**config.mk**
```make
export PLATFORM = sky130hd
export DESIGN_NAME = pinbank_io
export DESIGN_NICKNAME = d
export VERILOG_FILES = /design/src/rtl/pinbank_pkg.sv /design/src/rtl/pinbank_decode.sv /design/src/rtl/pinbank_latches.sv /design/src/rtl/pinbank_sampler.sv /design/src/rtl/pinbank_resp.sv /design/src/rtl/pinbank_io.sv
export SDC_FILE = /design/constraint.sdc
export NUM_CORES = 1
export LEC_CHECK = 0
export ABC_AREA = 0
export BUFFER_PORTS_ARGS = -buffer_cell sky130_fd_sc_hd__clkbuf_2
export CAP_MARGIN = 30
export CORE_UTILIZATION = 44
export CTS_BUF_LIST = sky130_fd_sc_hd__clkbuf_4
export CTS_CLUSTER_SIZE = 8
export DETAILED_ROUTE_END_ITERATION = 6
export GPL_TIMING_DRIVEN = 1
export PLACE_DENSITY_LB_ADDON = 0.08
export SYNTH_ARGS = -nofsm -noshare
export SYNTH_HDL_FRONTEND = slang
export SYNTH_SLANG_ARGS = --single-unit
export TNS_END_PERCENT = 100
```
**constraint.sdc**
```tcl
create_clock -name clk -period 1.2 [get_ports clk]
set_input_delay 0.24 -clock clk [delete_from_list [all_inputs] [get_ports clk]]
set_output_delay 0.24 -clock clk [all_outputs]
set_load 0.01 [all_outputs]
```
**src/rtl/pinbank_pkg.sv**
```systemverilog
package pinbank_pkg;
  typedef enum logic [1:0] {
    OP_NOP  = 2'b00,
    OP_SET  = 2'b01,
    OP_CLR  = 2'b10,
    OP_TEST = 2'b11
  } pin_op_e;
endpackage

```
**src/rtl/pinbank_decode.sv**
```systemverilog
module pinbank_decode
  import pinbank_pkg::*;
#(
  parameter int NPINS = 16,
  parameter int IDX_W = 4
) (
  input  logic             fire,
  input  pin_op_e          op,
  input  logic [IDX_W-1:0] idx,
  output logic [NPINS-1:0] hit,
  output logic             in_range,
  output logic [NPINS-1:0] set_mask,
  output logic [NPINS-1:0] clr_mask
);
  // Only populated pins get a comparator, so indices past NPINS match nothing.
  for (genvar i = 0; i < NPINS; i++) begin : g_hit
    assign hit[i]      = (idx == IDX_W'(i));
    assign set_mask[i] = fire && (op == OP_SET) && hit[i];
    assign clr_mask[i] = fire && (op == OP_CLR) && hit[i];
  end

  assign in_range = |hit;
endmodule

```
**src/rtl/pinbank_latches.sv**
```systemverilog
module pinbank_latches #(
  parameter int NPINS = 16
) (
  input  logic             clk,
  input  logic             rst_n,
  input  logic [NPINS-1:0] set_mask,
  input  logic [NPINS-1:0] clr_mask,
  output logic [NPINS-1:0] q
);
  for (genvar i = 0; i < NPINS; i++) begin : g_bit
    always_ff @(posedge clk or negedge rst_n) begin
      if (!rst_n)           q[i] <= 1'b1;
      else if (set_mask[i]) q[i] <= 1'b1;
      else if (clr_mask[i]) q[i] <= 1'b0;
    end

    AST_SET_TAKES: assert property (@(posedge clk) disable iff (!rst_n)
      set_mask[i] |=> q[i]);
    AST_CLR_TAKES: assert property (@(posedge clk) disable iff (!rst_n)
      clr_mask[i] |=> !q[i]);
    AST_PIN_HOLDS: assert property (@(posedge clk) disable iff (!rst_n)
      !(set_mask[i] || clr_mask[i]) |=> $stable(q[i]));
  end

  AST_ONE_TARGET: assert property (@(posedge clk) disable iff (!rst_n)
    $onehot0(set_mask | clr_mask));
endmodule

```
**src/rtl/pinbank_sampler.sv**
```systemverilog
module pinbank_sampler #(
  parameter int NPINS       = 16,
  parameter int SYNC_STAGES = 2
) (
  input  logic             clk,
  input  logic             rst_n,
  input  logic [NPINS-1:0] pad_in,
  input  logic [NPINS-1:0] hit,
  input  logic             in_enable,
  output logic             level
);
  logic [NPINS-1:0] stage [SYNC_STAGES];

  for (genvar s = 0; s < SYNC_STAGES; s++) begin : g_sync
    always_ff @(posedge clk or negedge rst_n) begin
      if (!rst_n) stage[s] <= '0;
      else if (s == 0) stage[s] <= pad_in;
      else stage[s] <= stage[(s == 0) ? 0 : s-1];
    end
  end

  // Gate the input path first, then pick the addressed pin.
  logic [NPINS-1:0] gated;
  assign gated = in_enable ? stage[SYNC_STAGES-1] : '0;
  assign level = |(gated & hit);
endmodule

```
**src/rtl/pinbank_resp.sv**
```systemverilog
module pinbank_resp (
  input  logic clk,
  input  logic rst_n,
  input  logic take,
  input  logic level_in,
  input  logic rsp_ready,
  output logic rsp_valid,
  output logic rsp_level,
  output logic slot_free
);
  assign slot_free = !rsp_valid || rsp_ready;

  always_ff @(posedge clk or negedge rst_n) begin
    if (!rst_n) begin
      rsp_valid <= 1'b0;
      rsp_level <= 1'b0;
    end else if (take) begin
      rsp_valid <= 1'b1;
      rsp_level <= level_in;
    end else if (rsp_ready) begin
      rsp_valid <= 1'b0;
    end
  end

  AST_RSP_HELD: assert property (@(posedge clk) disable iff (!rst_n)
    (rsp_valid && !rsp_ready) |=> (rsp_valid && $stable(rsp_level)));
  AST_RSP_DRAINS: assert property (@(posedge clk) disable iff (!rst_n)
    (rsp_valid && rsp_ready && !take) |=> !rsp_valid);
endmodule

```
**src/rtl/pinbank_io.sv**
```systemverilog
module pinbank_io
  import pinbank_pkg::*;
#(
  parameter int NPINS       = 16,
  parameter int IDX_W       = 4,
  parameter int SYNC_STAGES = 2,
  parameter bit HALT_FLOAT  = 1'b1
) (
  input  logic             clk,
  input  logic             rst_n,
  input  logic             cmd_valid,
  output logic             cmd_ready,
  input  logic [1:0]       cmd_op,
  input  logic [IDX_W-1:0] cmd_idx,
  output logic             rsp_valid,
  input  logic             rsp_ready,
  output logic             rsp_level,
  input  logic             halt,
  input  logic [NPINS-1:0] cfg_pullup,
  input  logic [NPINS-1:0] pad_in,
  output logic [NPINS-1:0] pad_oe,
  output logic [NPINS-1:0] pad_pu
);
  pin_op_e          op;
  logic             fire;
  logic             slot_free;
  logic             floated;
  logic             in_range;
  logic             level;
  logic [NPINS-1:0] hit, set_mask, clr_mask, latch_q;

  assign op        = pin_op_e'(cmd_op);
  assign cmd_ready = slot_free;
  assign fire      = cmd_valid && slot_free;

  if (HALT_FLOAT) begin : g_float
    assign floated = halt;
  end else begin : g_keep
    assign floated = 1'b0;
  end

  pinbank_decode #(.NPINS(NPINS), .IDX_W(IDX_W)) u_decode (
    .fire(fire), .op(op), .idx(cmd_idx), .hit(hit), .in_range(in_range),
    .set_mask(set_mask), .clr_mask(clr_mask)
  );

  pinbank_latches #(.NPINS(NPINS)) u_latches (
    .clk(clk), .rst_n(rst_n), .set_mask(set_mask), .clr_mask(clr_mask),
    .q(latch_q)
  );

  pinbank_sampler #(.NPINS(NPINS), .SYNC_STAGES(SYNC_STAGES)) u_sampler (
    .clk(clk), .rst_n(rst_n), .pad_in(pad_in), .hit(hit),
    .in_enable(!floated), .level(level)
  );

  pinbank_resp u_resp (
    .clk(clk), .rst_n(rst_n), .take(fire && (op == OP_TEST)),
    .level_in(level), .rsp_ready(rsp_ready), .rsp_valid(rsp_valid),
    .rsp_level(rsp_level), .slot_free(slot_free)
  );

  // Open-drain pad: a latch at 0 pulls low. Floating releases pull-down and pull-up.
  assign pad_oe = floated ? '0 : ~latch_q;
  assign pad_pu = floated ? '0 : cfg_pullup;

  AST_OOR_IGNORED: assert property (@(posedge clk) disable iff (!rst_n)
    (fire && !in_range) |=> $stable(latch_q));
  AST_NOP_QUIET: assert property (@(posedge clk) disable iff (!rst_n)
    (fire && op == OP_NOP) |=> ($stable(latch_q) && !rsp_valid));
  AST_HALT_READS_ZERO: assert property (@(posedge clk) disable iff (!rst_n)
    (fire && op == OP_TEST && floated) |=> (rsp_valid && !rsp_level));
  AST_BLOCKED_NO_WRITE: assert property (@(posedge clk) disable iff (!rst_n)
    (rsp_valid && !rsp_ready) |=> $stable(latch_q));
endmodule

```
### Word-level counts from Yosys, hierarchy flattened

Cells that the tools add are included.

| storage, ports and cells | value |
|---|---|
| logic and storage cells | 134 |
| bits of input ports | 43 |
| output and inout port bits | 35 |
| register bits after elaboration | 50 |

| cells by class | value |
|---|---|
| mux-type cells | 37 |
| reduce and logical (&&, ||, !) cells | 57 |
| eq/ne operators | 18 |
| bitwise logic cells | 2 |

Operator list:

| cell | number |
|---|---|
| $mux 16 | 3 |
| $logic_and 1x1->1 | 36 |
| $mux 1 | 34 |
| $reduce_bool 2->1 | 17 |
| $eq 4x4->1 const B | 8 |
| $and 16x16->16 | 1 |
| $eq 4x3->1 const B | 4 |
| $not 16->16 | 1 |
| $reduce_or 16->1 | 1 |
| $eq 4x2->1 const B | 2 |
| $eq 2x2->1 const B | 2 |
| $eq 4x1->1 const B | 1 |
| $logic_not 4->1 | 1 |
| $eq 2x1->1 const B | 1 |
| $logic_not 1->1 | 1 |
| $logic_or 1x1->1 | 1 |

### Depth between registers and ports, before layout

| depth | value |
|---|---|
| word-level depth | 7 |
| depth in mapped cells | 6 |
| gate-level depth less buffers | 5 |

### Cells and area by module

From an unflattened synthesis, not the netlist that was laid out.

| unflattened totals | value |
|---|---|
| cell total of the unflattened synthesis | 205 |
| area total of the unflattened synthesis | 2,162.1 µm² |

By module, submodules not included:

| module | cells an instance | area each (µm²) | instances | seq. area each (µm²) |
|---|---|---|---|---|
| pinbank_sampler | 43 | 895.9 | 1 | 800.8 |
| pinbank_latches | 48 | 600.6 | 1 | 420.4 |
| pinbank_decode | 71 | 384.1 | 1 | 0.0 |
| pinbank_io | 38 | 201.4 | 1 | 0.0 |
| pinbank_resp | 5 | 80.1 | 1 | 50.0 |

### Worst setup path after synthesis

OpenSTA, ideal clock, no wires.

| timing path | value |
|---|---|
| path kind | in2reg |
| start point | input port cmd_idx[3] |
| end point | register u_resp.rsp_level |
| arrival time | 1,223 ps |
| stages | 5 |
| slack | -158 ps |
| required time | 1,065 ps |
| setup time | 135 ps |
| path buffers | 1 |
| path through | buf_6 -> mux2_4 -> a221o_1 -> a22oi_1 -> o31ai_1 |

| on the way | value |
|---|---|
| longest elaborated chain between the ends | 3 |
| elaborated cells on any way between the ends | 18 |
| classes of those cells | eq/ne (15); bitwise (1); reduce/logical (2) |

Ends and longest elaborated chain:

| item | RTL line | text |
|---|---|---|
| start, declared | pinbank_io.sv:14 | `input logic [IDX_W-1:0] cmd_idx,` |
| $eq 4x1->1, or another cell as far along | pinbank_decode.sv:17 | `assign hit[i] = (idx == IDX_W'(i));` |
| $and 16x16->16 (*) | pinbank_sampler.sv:25 | `assign level = \|(gated & hit);` |
| $reduce_or 16->1 (*) | pinbank_sampler.sv:25 |  |
| end signal, assigned | pinbank_resp.sv:19 | `rsp_level <= level_in;` |
| end, declared | pinbank_resp.sv:8 | `output logic rsp_level,` |

Mark *: on every way between the ends. The rest lies on a longest branch, timed or not.
A chain may end at the register's enable or synchronous reset.

### Worst setup path in the final report

| timing path | value |
|---|---|
| start point | register u_latches.q[4] |
| end point | output port pad_oe[4] |

| on the way | value |
|---|---|
| longest elaborated chain between the ends | 2 |

Ends and longest elaborated chain:

| item | RTL line | text |
|---|---|---|
| start, declared | pinbank_latches.sv:8 | `output logic [NPINS-1:0] q` |
| start signal, assigned by index | pinbank_latches.sv:12 | `if (!rst_n) q[i] <= 1'b1;` |
| start signal, assigned by index | pinbank_latches.sv:13 | `else if (set_mask[i]) q[i] <= 1'b1;` |
| start signal, assigned by index | pinbank_latches.sv:14 | `else if (clr_mask[i]) q[i] <= 1'b0;` |
| $not 16->16 | pinbank_io.sv:64 | `assign pad_oe = floated ? '0 : ~latch_q;` |
| $mux 16 | pinbank_io.sv:64 |  |
| end, declared | pinbank_io.sv:21 | `output logic [NPINS-1:0] pad_oe,` |

Every way passes these cells.

==> metrics.txt <==
Max Root-Sink Buffers 2; crit path DAT 1100 ps; worst rel slew slack between 70 and 80%; first-pass GRT wire length roughly 6000 um; DIE WIDTH slightly below 70 um; Data required, critical path between 900 and 1000 ps; area grow syn2layout 44.94%; Synth Area in XOR/XNOR 0%; vias in the first global route between 1000 and 1500; Worst Setup SP u_latches.q[4]$_DFFE_PN1P_; clock root cell clkbuf_4; hold path startpoint cmd_valid; FF-to-FF Start u_sampler.stage[2]$_DFF_PN0_; final WL 4017 um; sequential share of the synthesized area between 60 and 70%; clock buffer count from CTS 5; vias per std cell 4.845; largest family of logic cells by synthesized area simple AND/OR/NAND/NOR gates; P per Cell Area 1289 nW/um2; Layout Utilization 67.94%; PortBufs 77; 1st-pass router iterations 4; total grt overflow 0; synthesized flop and latch total 50; CTS tree built; kind of end point of the critical path output port; initial antenna violation count 0; achievable clock frequency about 750 MHz; RSZ-0062 raised after global routing yes; Vias between 1500 and 2000; gr usage total between 10% and 20%; die area ~4600 um2; Clock Skew ~11 ps; Final Max Slew Viols 0; CP max FO 2; Core ar. around 4100 um2; status finished, violations left; io pins 78; latest clock arrival within the worst-skew pair 360 ps; dpl ws -202.9 ps; Post-Synth Simple-Gate Area 17.05%; Post-Syn Area per Cell 11.40 um2; worst slew pin tran 382.3 ps; area fraction in compound gates after synthesis ~12%; MaxCap Viol Count 0; area share of fa/ha/maj cells after synthesis 0%; dpl hpwl between 2000 and 3000 um; die height approximately 68 um; mapped cell area about 1900 um2; Initial Utilization a little under half; Final Cycle Share 111.4%; share of cells above drive strength 1 a little under half; largest net degree at the start of global routing 51; Synth Warn # 0; Leakage 1.309 nW; gpl congestion 0.6946; number of distinct library cells after synthesis 28; antenna cells 0; final setup vio count 29; DRC Markers 0; violated checks negative setup slack; final instance area 2776 um2; post-route minimum period about 1300 ps; proportion of synthesized area in mux cells roughly 1.4%; Antenna Violating Nets Remaining 0; final hold vios 0; DRT iter0 DRCs 45; Critical Path Start Type flip-flop; setup ws final -136.8 ps; peak supply drop ~0.00085 V; CTS sink count 50; Reg clk slew, reported paths roughly 140 ps; WL per Instance between 10 and 15 um; Setup CP Type reg2out; hold crit path type in2reg; # rows 23; Synth Net Count roughly 210; Fin Setup TNS -2541 ps; H-tree lvl count 2; Syn Inst Count 168; DP Area 2425 um2; Final #Nets between 300 and 400
==> flip-flops by register name, summed over array words and instances (netlist names) <==
register          count
u_latches.q          16
u_resp.rsp_level      1
u_resp.rsp_valid      1
u_sampler.stage      32
==> placed cells by master, fill, tap and decap left out, types with 2 or more instances in the layout <==
master,instances
clkbuf_2,70
dfrtp_1,34
o21ai_1,26
nor2_1,20
nor2b_1,19
dlygate4sd3_1,17
dfstp_2,16
buf_4,9
nand2_1,8
o21ai_2,6
buf_2,6
nand3_1,5
clkbuf_4,5
a21oi_1,2
nand2b_1,2
mux2_4,2
a221oi_1,2
nand2_4,2
buf_6,2
buf_12,2
==> kinds of logic (layout without fill, tap and decap cells) <==
logic type,after synthesis,in the layout
AND/OR/NAND/NOR,65,65
AO/OA/AOI/OAI,42,42
flip-flops,50,50
buffers and inverters,9,114
multiplexers,2,2
==> synth_stat cells, drive strengths merged <==
cell type	count	share of area (%)
a2111oi	1	0.46
a21oi	2	0.52
a221o	1	0.52
a221oi	2	0.91
a22oi	2	0.78
a41oi	1	0.46
and3	1	0.33
and4b	1	0.52
buf	4	1.8
clkbuf	4	0.78
dfrtp	34	44
dfstp	16	22
inv	1	0.20
mux2	2	1.4
nand2	11	2.2
nand2b	3	0.98
nand3	6	1.6
nand4	1	0.33
nor2	21	4.2
nor2b	19	6.2
o21ai	32	8.4
o31ai	1	0.39
or2	1	0.33
or2b	1	0.39
==> cell type report <==
class	instances	area, um2
fillers	342	1310
multi-input cells	109	686.9
repair buffers	106	680.7
clock inverters	2	33.78
clock buffers	5	37.54
flip-flops and latches	50	1271
well taps	50	62.56
inverters	1	3.754
==> repair_timing <==
action / CTS / global route
cloned: 0 / 0
pin swaps: 15 / 10
gates resized for setup: 11 / 17
hold buffers: 17 / 0
buffers inserted: 2 / 0
endpoints found under the setup margin: 25 / 34
hold endpoints to repair: 50 / 0
==> power by group <==
part	total (mW)	leakage, nW	internal, mW	switching, mW
logic	0.671	0.705	0.333	0.338
registers	2.01	0.566	1.93	0.0826
clock network	0.899	0.0387	0.422	0.477
total	3.58	1.31	2.68	0.898
==> worst max-delay path, stage by stage (launching register included) <==
cell	delay (ps)
dfstp_2	570
nor2_1	40
buf_2	130
==> path summary, 6_finish.rpt <==
kind                                                  to  slack [ps]  depth (start not counted)
setup / recovery                               pad_oe[4]        -140                          2
hold / removal              u_resp.rsp_valid$_DFFE_PN0P_         190                          3
setup reg to reg            u_resp.rsp_level$_DFFE_PN0P_        -110                          4
hold reg to reg            u_sampler.stage[13]$_DFF_PN0_         360                          0
max in group asynchronous     u_latches.q[1]$_DFFE_PN1P_         540                          3
min in group asynchronous   u_resp.rsp_level$_DFFE_PN0P_         390                          3
==> metrics by stage <==
step	instances	power [mW]	hold WS (ps)
after global routing	323	3.755	227.9
after floorplan	168	2.326	-55.59
final	323	3.580	194.1
after CTS	323	3.591	187.2
after detailed placement	297	2.616	247.7
after global placement	297	2.594	245.7
==> routing by layer <==
layer	part of all wire (%)	track usage, %
met3	5.2	5.000
met2	52	32.11
met1	42	20.18
met5	0	0
met4	1.6	7.031
Note: power is estimated with default switching activity, not from simulation.
